`config.mk`:
```
export PLATFORM = sky130hd
export DESIGN_NAME = spi_mem_port
export DESIGN_NICKNAME = d
export VERILOG_FILES = /design/src/rtl/spi_port_pkg.sv /design/src/rtl/spi_sync.sv /design/src/rtl/spi_safe_gate.sv /design/src/rtl/spi_ctl_regs.sv /design/src/rtl/spi_frame.sv /design/src/rtl/spi_mem_port.sv
export SDC_FILE = /design/constraint.sdc
export NUM_CORES = 1
export LEC_CHECK = 0
export ABC_AREA = 1
export BUFFER_PORTS_ARGS = -buffer_cell sky130_fd_sc_hd__buf_2
export CAP_MARGIN = 20
export CORE_MARGIN = 2
export CORE_UTILIZATION = 62
export CTS_CLUSTER_DIAMETER = 50
export DETAILED_ROUTE_END_ITERATION = 16
export PLACE_DENSITY = 0.94
export SETUP_SLACK_MARGIN = 0.4
export SLEW_MARGIN = 20
export SYNTH_ARGS = -nofsm -noshare
export SYNTH_HDL_FRONTEND = slang
export SYNTH_HIERARCHICAL = 1
export SYNTH_SLANG_ARGS = --single-unit
```
`constraint.sdc`:
```
create_clock -name clk -period 4.5 [get_ports clk]
set_clock_uncertainty 0.15 [all_clocks]
set_input_delay 0.225 -clock clk [delete_from_list [all_inputs] [get_ports clk]]
set_output_delay 0.225 -clock clk [all_outputs]
set_load 0.03 [all_outputs]
```
`src/rtl/spi_port_pkg.sv`:
```
// Shared constants and types for the SPI slave memory port.
// Assumes a fixed protocol geometry: 16-bit address, byte-wide data.
package spi_port_pkg;
    localparam int ADDR_W = 16;
    localparam int BYTE_W = 8;
    localparam int CTL_W  = 4;

    // Control bit positions as seen by the processor.
    localparam int CTL_EN   = 0;
    localparam int CTL_IE   = 1;
    localparam int CTL_SAFE = 2;
    localparam int CTL_FLAG = 3;

    // Idle command codes that suppress the end-of-frame update.
    localparam logic [BYTE_W-1:0] RD_IDLE = 8'h80;
    localparam logic [BYTE_W-1:0] WR_IDLE = 8'h00;

    typedef enum logic [2:0] {
        PH_ADR_H,
        PH_ADR_L,
        PH_CMD,
        PH_STAT,
        PH_DATA
    } phase_t;
endpackage

```
`src/rtl/spi_sync.sv`:
```
// Two-flop synchronizer bank for asynchronous serial pins.
// Assumes inputs are level signals much slower than clk; RST_VAL gives idle levels.
module spi_sync #(
    parameter int           W       = 3,
    parameter logic [W-1:0] RST_VAL = '0
) (
    input  logic         clk,
    input  logic         rst_n,
    input  logic [W-1:0] d_i,
    output logic [W-1:0] q_o
);
    for (genvar i = 0; i < W; i++) begin : g_bit
        logic meta_q;
        logic sync_q;
        // Two-stage resynchronization of one pin.
        always_ff @(posedge clk) begin
            if (!rst_n) begin
                meta_q <= RST_VAL[i];
                sync_q <= RST_VAL[i];
            end else begin
                meta_q <= d_i[i];
                sync_q <= meta_q;
            end
        end
        assign q_o[i] = sync_q;
    end
endmodule

```
`src/rtl/spi_safe_gate.sv`:
```
// Decides whether a memory write may proceed under safe mode.
// Assumes the window is [BASE, BASE+SIZE); a power-of-two aligned window uses a mask compare.
module spi_safe_gate
    import spi_port_pkg::*;
#(
    parameter logic [ADDR_W-1:0] BASE = 16'h0400,
    parameter int                SIZE = 16
) (
    input  logic              safe_i,
    input  logic [ADDR_W-1:0] addr_i,
    output logic              allow_o
);
    localparam int LOG2 = $clog2(SIZE);
    logic hit;

    if ((SIZE == (1 << LOG2)) && ((int'(BASE) % SIZE) == 0)) begin : g_mask
        localparam logic [ADDR_W-1:0] MASK = ~ADDR_W'(SIZE - 1);
        assign hit = ((addr_i & MASK) == (BASE & MASK));
    end else begin : g_range
        localparam logic [ADDR_W:0] LIMIT = {1'b0, BASE} + (ADDR_W+1)'(SIZE);
        assign hit = (addr_i >= BASE) && ({1'b0, addr_i} < LIMIT);
    end

    assign allow_o = !safe_i || hit;
endmodule

```
`src/rtl/spi_ctl_regs.sv`:
```
// Processor-side control bits, command register and interrupt output.
// Assumes done_i is a one-cycle pulse; a hardware set beats a processor clear.
module spi_ctl_regs
    import spi_port_pkg::*;
(
    input  logic              clk,
    input  logic              rst_n,
    input  logic              reg_we_i,
    input  logic [CTL_W-1:0]  reg_wdata_i,
    input  logic              done_i,
    input  logic [BYTE_W-1:0] done_cmd_i,
    output logic [CTL_W-1:0]  ctl_o,
    output logic [BYTE_W-1:0] cmd_o,
    output logic              irq_o
);
    logic en_q, ie_q, safe_q, flag_q;
    logic [BYTE_W-1:0] cmd_q;

    // Control bit updates from the processor and from frame completion.
    always_ff @(posedge clk) begin
        if (!rst_n) begin
            en_q   <= 1'b0;
            ie_q   <= 1'b0;
            safe_q <= 1'b0;
            flag_q <= 1'b0;
            cmd_q  <= '0;
        end else begin
            if (reg_we_i) begin
                en_q   <= reg_wdata_i[CTL_EN];
                ie_q   <= reg_wdata_i[CTL_IE];
                safe_q <= reg_wdata_i[CTL_SAFE];
                if (!reg_wdata_i[CTL_FLAG]) flag_q <= 1'b0;
            end
            if (done_i) begin
                flag_q <= 1'b1;
                cmd_q  <= done_cmd_i;
            end
        end
    end

    always_comb begin
        ctl_o           = '0;
        ctl_o[CTL_EN]   = en_q;
        ctl_o[CTL_IE]   = ie_q;
        ctl_o[CTL_SAFE] = safe_q;
        ctl_o[CTL_FLAG] = flag_q;
    end

    assign cmd_o = cmd_q;
    assign irq_o = flag_q && ie_q;
endmodule

```
`src/rtl/spi_frame.sv`:
```
// Frame engine: edge detection, byte assembly, phase tracking, status and
// read-data shifting, address auto-increment and end-of-frame decisions.
// Assumes synchronized pins, a serial half-period of several clk cycles,
// and memory read data one cycle after mem_re_o.
module spi_frame
    import spi_port_pkg::*;
(
    input  logic              clk,
    input  logic              rst_n,
    input  logic              en_i,
    input  logic              sclk_s,
    input  logic              csn_s,
    input  logic              mosi_s,
    input  logic [BYTE_W-1:0] status_i,
    output logic              miso_o,
    output logic              miso_oe_o,
    output logic [ADDR_W-1:0] mem_addr_o,
    output logic [BYTE_W-1:0] mem_wdata_o,
    output logic              wr_req_o,
    output logic              mem_re_o,
    input  logic [BYTE_W-1:0] mem_rdata_i,
    output logic              done_o,
    output logic [BYTE_W-1:0] done_cmd_o
);
    logic sclk_d, csn_d;
    logic rise, fall, cs_start, cs_end;
    phase_t phase_q;
    logic [2:0]        bit_q;
    logic [BYTE_W-1:0] sh_q, hi_q, cmd_q, tx_q, rdbuf_q, wdata_q, done_cmd_q;
    logic [BYTE_W-1:0] byte_next;
    logic [ADDR_W-1:0] addr_q;
    logic miso_q, re_q, re_d, we_q, done_q;
    logic multi_end, idle_code;

    // Previous pin levels for edge detection.
    always_ff @(posedge clk) begin
        if (!rst_n) begin
            sclk_d <= 1'b0;
            csn_d  <= 1'b1;
        end else begin
            sclk_d <= sclk_s;
            csn_d  <= csn_s;
        end
    end

    assign rise      = en_i && !csn_s && sclk_s && !sclk_d;
    assign fall      = en_i && !csn_s && !sclk_s && sclk_d;
    assign cs_start  = en_i && !csn_s && csn_d;
    assign cs_end    = en_i && csn_s && !csn_d;
    assign byte_next = {sh_q[BYTE_W-2:0], mosi_s};
    assign idle_code = cmd_q[BYTE_W-1] ? (cmd_q == RD_IDLE) : (cmd_q == WR_IDLE);
    assign multi_end = (phase_q == PH_STAT || phase_q == PH_DATA) && (bit_q == 3'd0);

    // Read-data capture one cycle after each read strobe.
    always_ff @(posedge clk) begin
        if (!rst_n) begin
            re_d    <= 1'b0;
            rdbuf_q <= '0;
        end else begin
            re_d <= re_q;
            if (re_d) rdbuf_q <= mem_rdata_i;
        end
    end

    // Main frame sequencer.
    always_ff @(posedge clk) begin
        if (!rst_n) begin
            phase_q    <= PH_ADR_H;
            bit_q      <= '0;
            sh_q       <= '0;
            hi_q       <= '0;
            cmd_q      <= '0;
            tx_q       <= '0;
            miso_q     <= 1'b0;
            addr_q     <= '0;
            re_q       <= 1'b0;
            we_q       <= 1'b0;
            wdata_q    <= '0;
            done_q     <= 1'b0;
            done_cmd_q <= '0;
        end else begin
            re_q   <= 1'b0;
            we_q   <= 1'b0;
            done_q <= 1'b0;
            if (we_q) addr_q <= addr_q + 1'b1;
            if (!en_i || cs_start) begin
                phase_q <= PH_ADR_H;
                bit_q   <= '0;
                tx_q    <= '0;
                miso_q  <= 1'b0;
            end else begin
                if (rise) begin
                    bit_q <= bit_q + 3'd1;
                    sh_q  <= byte_next;
                    if (bit_q == 3'd7) begin
                        case (phase_q)
                            PH_ADR_H: begin
                                hi_q    <= byte_next;
                                phase_q <= PH_ADR_L;
                            end
                            PH_ADR_L: begin
                                addr_q  <= {hi_q, byte_next};
                                phase_q <= PH_CMD;
                            end
                            PH_CMD: begin
                                cmd_q   <= byte_next;
                                tx_q    <= status_i;
                                re_q    <= byte_next[BYTE_W-1];
                                phase_q <= PH_STAT;
                            end
                            PH_STAT: phase_q <= PH_DATA;
                            PH_DATA: begin
                                if (!cmd_q[BYTE_W-1]) begin
                                    we_q    <= 1'b1;
                                    wdata_q <= byte_next;
                                end
                            end
                            default: phase_q <= PH_ADR_H;
                        endcase
                    end
                end
                if (fall) begin
                    if (phase_q == PH_DATA && bit_q == 3'd0 && cmd_q[BYTE_W-1]) begin
                        miso_q <= rdbuf_q[BYTE_W-1];
                        tx_q   <= {rdbuf_q[BYTE_W-2:0], 1'b0};
                        addr_q <= addr_q + 1'b1;
                        re_q   <= 1'b1;
                    end else if (phase_q == PH_STAT || phase_q == PH_DATA) begin
                        miso_q <= tx_q[BYTE_W-1];
                        tx_q   <= {tx_q[BYTE_W-2:0], 1'b0};
                    end
                end
                if (cs_end) begin
                    if (phase_q == PH_ADR_L && bit_q == 3'd0) begin
                        done_q     <= 1'b1;
                        done_cmd_q <= hi_q;
                    end else if (multi_end && !idle_code) begin
                        done_q     <= 1'b1;
                        done_cmd_q <= cmd_q;
                    end
                    phase_q <= PH_ADR_H;
                    bit_q   <= '0;
                end
            end
        end
    end

    assign miso_o      = miso_q;
    assign miso_oe_o   = en_i && !csn_s;
    assign mem_addr_o  = addr_q;
    assign mem_wdata_o = wdata_q;
    assign wr_req_o    = we_q;
    assign mem_re_o    = re_q;
    assign done_o      = done_q;
    assign done_cmd_o  = done_cmd_q;
endmodule

```
`src/rtl/spi_mem_port.sv`:
```
// Top level: SPI slave giving a host byte access to a synchronous RAM port
// and a command path to the local processor.
// Assumes sclk_i, csn_i, mosi_i are asynchronous and much slower than clk.
module spi_mem_port
    import spi_port_pkg::*;
#(
    parameter logic [ADDR_W-1:0] SAFE_BASE = 16'h0400,
    parameter int                SAFE_SIZE = 16
) (
    input  logic              clk,
    input  logic              rst_n,
    input  logic              sclk_i,
    input  logic              csn_i,
    input  logic              mosi_i,
    output logic              miso_o,
    output logic              miso_oe_o,
    input  logic [BYTE_W-1:0] status_i,
    output logic [ADDR_W-1:0] mem_addr_o,
    output logic [BYTE_W-1:0] mem_wdata_o,
    output logic              mem_we_o,
    output logic              mem_re_o,
    input  logic [BYTE_W-1:0] mem_rdata_i,
    input  logic              reg_we_i,
    input  logic [CTL_W-1:0]  reg_wdata_i,
    output logic [CTL_W-1:0]  ctl_o,
    output logic [BYTE_W-1:0] cmd_o,
    output logic              irq_o
);
    logic [2:0]        pins_s;
    logic              wr_req, allow, done_w;
    logic [BYTE_W-1:0] done_cmd;

    spi_sync #(.W(3), .RST_VAL(3'b010)) u_sync (
        .clk   (clk),
        .rst_n (rst_n),
        .d_i   ({mosi_i, csn_i, sclk_i}),
        .q_o   (pins_s)
    );

    spi_frame u_frame (
        .clk         (clk),
        .rst_n       (rst_n),
        .en_i        (ctl_o[CTL_EN]),
        .sclk_s      (pins_s[0]),
        .csn_s       (pins_s[1]),
        .mosi_s      (pins_s[2]),
        .status_i    (status_i),
        .miso_o      (miso_o),
        .miso_oe_o   (miso_oe_o),
        .mem_addr_o  (mem_addr_o),
        .mem_wdata_o (mem_wdata_o),
        .wr_req_o    (wr_req),
        .mem_re_o    (mem_re_o),
        .mem_rdata_i (mem_rdata_i),
        .done_o      (done_w),
        .done_cmd_o  (done_cmd)
    );

    spi_safe_gate #(.BASE(SAFE_BASE), .SIZE(SAFE_SIZE)) u_gate (
        .safe_i  (ctl_o[CTL_SAFE]),
        .addr_i  (mem_addr_o),
        .allow_o (allow)
    );

    spi_ctl_regs u_ctl (
        .clk         (clk),
        .rst_n       (rst_n),
        .reg_we_i    (reg_we_i),
        .reg_wdata_i (reg_wdata_i),
        .done_i      (done_w),
        .done_cmd_i  (done_cmd),
        .ctl_o       (ctl_o),
        .cmd_o       (cmd_o),
        .irq_o       (irq_o)
    );

    assign mem_we_o = wr_req && allow;
endmodule

```
Word-level counts from Yosys, hierarchy flattened
Cells that the tools add are included.
{"block": "word_totals", "word_cells": 118, "inputBits": 26, "ff_bits": 102}
{"block": "classes", "n_mux": 30, "eq_ne": 8, "reduce_logical": 43, "addsub": 2, "bitwise": 7}
{"cell": "$mux 16", "count": 7}
{"cell": "$mux 8", "count": 8}
{"cell": "$add 16x1->16 const B", "count": 1}
{"cell": "$logic_and 1x1->1", "count": 15}
{"cell": "$pmux 3 s5", "count": 1}
{"cell": "$mux 1", "count": 14}
{"cell": "$eq 12x7->1 const B", "count": 1}
{"cell": "$eq 8x8->1 const B", "count": 1}
{"cell": "$logic_not 8->1", "count": 1}
{"cell": "$reduce_and 4->1", "count": 2}
{"cell": "$logic_not 1->1", "count": 7}
{"cell": "$not 1->1", "count": 7}
{"cell": "$eq 3x2->1 const B", "count": 2}
{"cell": "$eq 3x3->1 const B", "count": 2}
{"cell": "$logic_not 3->1", "count": 2}
{"cell": "$reduce_and 2->1", "count": 3}
{"cell": "$reduce_and 3->1", "count": 2}
{"cell": "$reduce_bool 2->1", "count": 3}
{"cell": "$reduce_or 3->1", "count": 2}
{"cell": "$reduce_and 5->1", "count": 1}
{"cell": "$reduce_or 5->1", "count": 1}
{"cell": "$add 3x1->3 const B", "count": 1}
{"cell": "$eq 3x1->1 const B", "count": 1}
{"cell": "$logic_or 1x1->1", "count": 3}
{"cell": "2 further kinds", "count": 2}

Longest topological paths before layout
{"block": "logic_depth", "word_depth": 8, "mapped_depth": 13, "mapped_depth_nobuf": 13}

By module
Netlist, hierarchy kept.
{"module": "spi_frame", "n_inst": 1, "cells_each": 624, "area_per_inst_um2": 4257.8}
{"module": "spi_ctl_regs", "n_inst": 1, "cells_each": 59, "area_per_inst_um2": 451.7}
{"module": "spi_sync", "n_inst": 1, "cells_each": 21, "area_per_inst_um2": 187.7}
{"module": "spi_safe_gate", "n_inst": 1, "cells_each": 18, "area_per_inst_um2": 76.3}
{"module": "spi_mem_port", "n_inst": 1, "cells_each": 2, "area_per_inst_um2": 7.5}

Least setup slack after synthesis
OpenSTA, ideal clock, no wires.
{"block": "synth_timing", "kind": "flip-flop to flip-flop", "from": "register u_frame.addr_q[0] (netlist: u_frame/mem_addr_o[0])", "to": "register u_frame.addr_q[8] (netlist: u_frame/mem_addr_o[8])", "path_stages_with_launch": 11, "setup_slack_ns": 2.556, "setup_time_ns": 0.118, "t_arrival_ns": 1.676, "cell_sequence": "dfxtp_1 ha_1 nand2_1 nor2_2 nand2_1 nand2_1 nand2_1 o21ai_0 nand2_1 nand2_1 a21oi_1"}
{"block": "synth_between", "elab_chain_cells": 8}
{"element": "from (decl)", "line_no": "spi_frame.sv:31", "text": "logic [ADDR_W-1:0] addr_q;"}
{"element": "from (signal assigned)", "line_no": "spi_frame.sv:85", "text": "if (we_q) addr_q <= addr_q + 1'b1;"}
{"element": "from (signal assigned)", "line_no": "spi_frame.sv:102", "text": "addr_q <= {hi_q, byte_next};"}
{"element": "from (signal assigned)", "line_no": "spi_frame.sv:126", "text": "addr_q <= addr_q + 1'b1;"}
{"element": "$add 16x1->16 *", "line_no": "spi_frame.sv:85, spi_frame.sv:126"}
{"element": "$mux 16", "line_no": "spi_frame.sv:85"}
{"element": "$mux 16", "line_no": "spi_frame.sv:96", "text": "case (phase_q)"}
{"element": "$mux 16", "line_no": "spi_frame.sv:95", "text": "if (bit_q == 3'd7) begin"}
{"element": "$mux 16", "line_no": "spi_frame.sv:92", "text": "if (rise) begin"}
{"element": "$mux 16", "line_no": "spi_frame.sv:123", "text": "if (phase_q == PH_DATA && bit_q == 3'd0 && cmd_q[BYTE_W-1]) begin"}
{"element": "$mux 16", "line_no": "spi_frame.sv:122", "text": "if (fall) begin"}
{"element": "$mux 16 *", "line_no": "spi_frame.sv:86", "text": "if (!en_i || cs_start) begin"}
Mark *: on every way between the ends. The rest lies on a longest branch, timed or not.
A chain may end at the register's enable or synchronous reset.

Worst setup path in the final report
{"block": "layout_timing", "from": "register u_frame.bit_q[0]", "to": "register u_frame.addr_q[0] (netlist: u_frame/mem_addr_o[0])"}
{"block": "layout_between", "elab_chain_cells": 6, "word_cells_on_any_way": 9}
{"element": "from (decl)", "line_no": "spi_frame.sv:28", "text": "logic [2:0] bit_q;"}
{"element": "from (signal assigned)", "line_no": "spi_frame.sv:93", "text": "bit_q <= bit_q + 3'd1;"}
{"element": "$eq 3x3->1 / $logic_not 3->1 (equally long branches)", "line_no": "spi_frame.sv:95, spi_frame.sv:123"}
{"element": "$mux 16 / $logic_and 1x1->1 (equally long branches)", "line_no": "spi_frame.sv:95, spi_frame.sv:123"}
{"element": "$mux 16 / $logic_and 1x1->1 (equally long branches)", "line_no": "spi_frame.sv:92, spi_frame.sv:123"}
{"element": "$mux 16", "line_no": "spi_frame.sv:123"}
{"element": "$mux 16 *", "line_no": "spi_frame.sv:122"}
{"element": "$mux 16 *", "line_no": "spi_frame.sv:86"}
Marked as above.

==> impl_metrics.tcl <==
set metrics [dict create \
    grt_pass1_vias 4602 \
    finalSetupViolCount 0 \
    grt_busiest_layer "met2" \
    drt-pass1-iter-count 5 \
    nFillCells 580 \
    placed_cells 861 \
    synth_top_family_by_area "simple AND/OR/NAND/NOR gates" \
    place_hpwl_um 8380 \
    fin_crit_ns 2.28 \
    rows 32 \
    rsz0062_at_grt "false" \
    cp.required_ns 4.61 \
    max_stage_delay_ns 0.34 \
    numPortBuffers 66 \
    critPathSlowestCell "dfxtp_1" \
    cts_resized 0 \
    layout-drive-gt1-share_pct 14.0 \
    yosys-top-cells-area "dfxtp_1 (41%), nand2_1 (11%), o21ai_0 (9.4%), a21oi_1 (7.4%), inv_1 (6.6%)" \
    path_max_fanout 28 \
    die_area_mm2 0.00877 \
    synth.distinct_cells 39 \
    cap_violations 0 \
    grtUsageMet1_pct 35.1 \
    synthArstFlopShare_pct 0 \
    ys_warn_count 6 \
    cts.htree.levels 3 \
    place_ws_ns 2.04 \
    multi_input_area_mm2 0.00238 \
    postCtsSetupBuffers 0 \
    synthMuxAreaShare_pct 0 \
    leakagePower_nw 2.66 \
    cts_buffers 9 \
    worstSetupStartpointType "flop" \
    yosys.area.top_type_share_pct 41.0 \
    grtUsageTotal_pct 28.9 \
    worstPathArrival_ns 2.39 \
    power.density_mw_per_mm2 306 \
    relSlewSlack_pct 44.8 \
    antenna_found_initial 0 \
    route.detailed.drc 0 \
    synthAdderAreaFrac_pct 1.00 \
    synth_edf_count 0 \
    setup_slack_ns 2.22 \
    route.vias.total 4994 \
    gp_congestion 0.866 \
    synthTopCellsByCount "nand2_1 (141), dfxtp_1 (102), o21ai_0 (94)" \
    netlist_instances 724 \
    yosysTopAreaCell "dfxtp_1" \
    fin_cells 894 \
    tightest_slew_ns 0.827 \
    route.detailed.wl_per_inst_um 13.9 \
    clk_pin_slew_ns 0.10 \
    seqCellArea_mm2 0.00204 \
    antenna_cells 0 \
    synthXorXnorAreaFrac_pct 1.06 \
    synth_seq_area_share_pct 41.0 \
    status "completed" \
    grt_pass1_wl_um 20400 \
    syn_avg_cell_area_um2 6.88 \
    final_antenna_net_count 0 \
    syn-num-nets 754 \
    use_met3_pct 4.75 \
    cts_tree "yes" \
    ios 67 \
    cpMostUsedCell "inv_1" \
    path_class "reg -> reg" \
    start_util_pct 64.1 \
    grt-ovfl-total 0 \
    die_h_um 93.6 \
    die_x_um 93.6 \
    grt_max_degree 81 \
    drt_iter0_markers 452 \
    synth_seq_cells 102 \
    cp-end-kind "flop" \
    clockBufferDepth 2 \
    syn_area_mm2 0.00498 \
    cts_sinks 102 \
    met2_usage_pct 51.1 \
    core_mm2 0.00777 \
    timing.fmax_mhz 438 \
    yosysMostFrequentCell "nand2_1" \
    slew_violations 0 \
    nets 817 \
    synth_compound_area_share_pct 20.8 \
    ir_drop_mv 0.231 \
    clk_latency_ns 0.38 \
    post-route-period-util_pct 50.7 \
    synth-simple-area-share_pct 24.8 \
    hold_violations 0 \
    root_buffer "clkbuf_8" \
    syn2layout_area_growth_pct 13.4 \
    drt_wl_total_um 12500 \
    synthFlopType "dfxtp_1" \
    setup_tns_ns 0 \
    cp_cell_sequence "inv_1, ha_1, inv_1, nor2_1, nand2_1, nor2_2, nand2_2, inv_4, o21ai_1, o21ai_0, a21oi_1" \
    min_path_type "in -> reg" \
    viasPerCell 5.59 \
]
[sequential cells by signal, summed over array words and instances (netlist names), 3 cells and up]
signal               flops
u_frame/sh_q             7
u_frame/bit_q            3
u_frame/hi_q             8
u_sync/g_bit.meta_q      3
u_frame/tx_q             8
u_sync/g_bit.sync_q      3
u_frame/rdbuf_q          8
u_frame/mem_addr_o      16
u_frame/cmd_q            8
u_frame/done_cmd_o       8
u_ctl/cmd_o              8
u_frame/mem_wdata_o      8
u_frame/phase_q          3
[layout make-up]
cell class	count	share of cell area, %
clock inverters	6	1.62
repair buffers	84	8.99
multi-input cells	493	42.2
inverters	97	6.53
flip-flops and latches	102	36.1
well taps	102	2.26
clock buffers	10	2.26
[power by group]
group	total [mW]	switching [mW]	internal [mW]
combinational	0.149	0.0928	0.0559
sequential	0.935	0.0191	0.916
clock	0.645	0.326	0.319
[path summary, 6_finish.rpt]
| check | to | start | slack, ns | cells past startpoint |
|---|---|---|---|---|
| worst min-delay path | u_ctl/en_q$_SDFFE_PN0P_ | reg_we_i | 0.02 | 3 |
| worst max register to register | u_frame/mem_addr_o[0]$_SDFF_PN0_ | u_frame/bit_q[0]$_SDFFE_PP0P_ | 2.22 | 11 |
| worst max-delay path | u_frame/mem_addr_o[0]$_SDFF_PN0_ | u_frame/bit_q[0]$_SDFFE_PP0P_ | 2.22 | 11 |
| worst min register to register | u_sync/g_bit[2].sync_q$_SDFF_PN0_ | u_sync/g_bit[2].meta_q$_SDFF_PN0_ | 0.26 | 2 |
[metrics by stage]
stage	area, µm²	hold WS [ns]	util [%]	total power [mW]
after global placement	5250	0.252	67.6	1.08
final	5650	0.0170	72.7	1.73
after floorplan	4980	0.144	-	1.05
after detailed placement	5250	0.254	67.6	1.09
after CTS	5640	0.0107	72.6	1.73
after global routing	5650	0.0594	72.7	1.79
[layout by cell type, fill, tap and decap left out, drive strengths merged, types with 5 or more instances in the layout]
cell,synthesis,final
buf,19,67
nand3,32,32
dlygate4sd3,0,17
clkbuf,13,10
inv,96,99
a31oi,5,5
nor2,93,93
dfxtp,102,102
o211ai,6,6
nand4,6,6
nor3,7,7
nand2,146,146
o21ai,98,98
a21oi,75,75
[logic make-up (layout without fill, tap and decap cells)]
group                      Yosys count  in the layout
xor gates and xnor gates             6              6
adders and majority gates            4              4
DFF                                102            102
AOI/OAI and AO/OA                  195            195
and+or+nand+nor                    288            288
buffers and inverters              129            197
[repair_timing]
item,4_1_cts,5_1_grt
hold endpoints to repair,17,0
endpoints found under the setup margin,0,0
hold buffers,17,0
[metal layers]
| layer | part of all wire [%] | vias up |
|---|---|---|
| met5 | 0 | - |
| met4 | 1.7 | 0 |
| met3 | 6.8 | 22 |
| met2 | 50 | 217 |
| met1 | 42 | 2294 |
| li1 | - | 2461 |
[critical path, delay by kind of cell (launching register included)]
family | cells | cell delay, ns
and+or+nand+nor | 4 | 0.69
buffers and inverters | 3 | 0.44
AOI/OAI and AO/OA | 3 | 0.39
DFF | 1 | 0.34
adders and majority gates | 1 | 0.15
No activity file was read; power rests on OpenSTA's default activity.
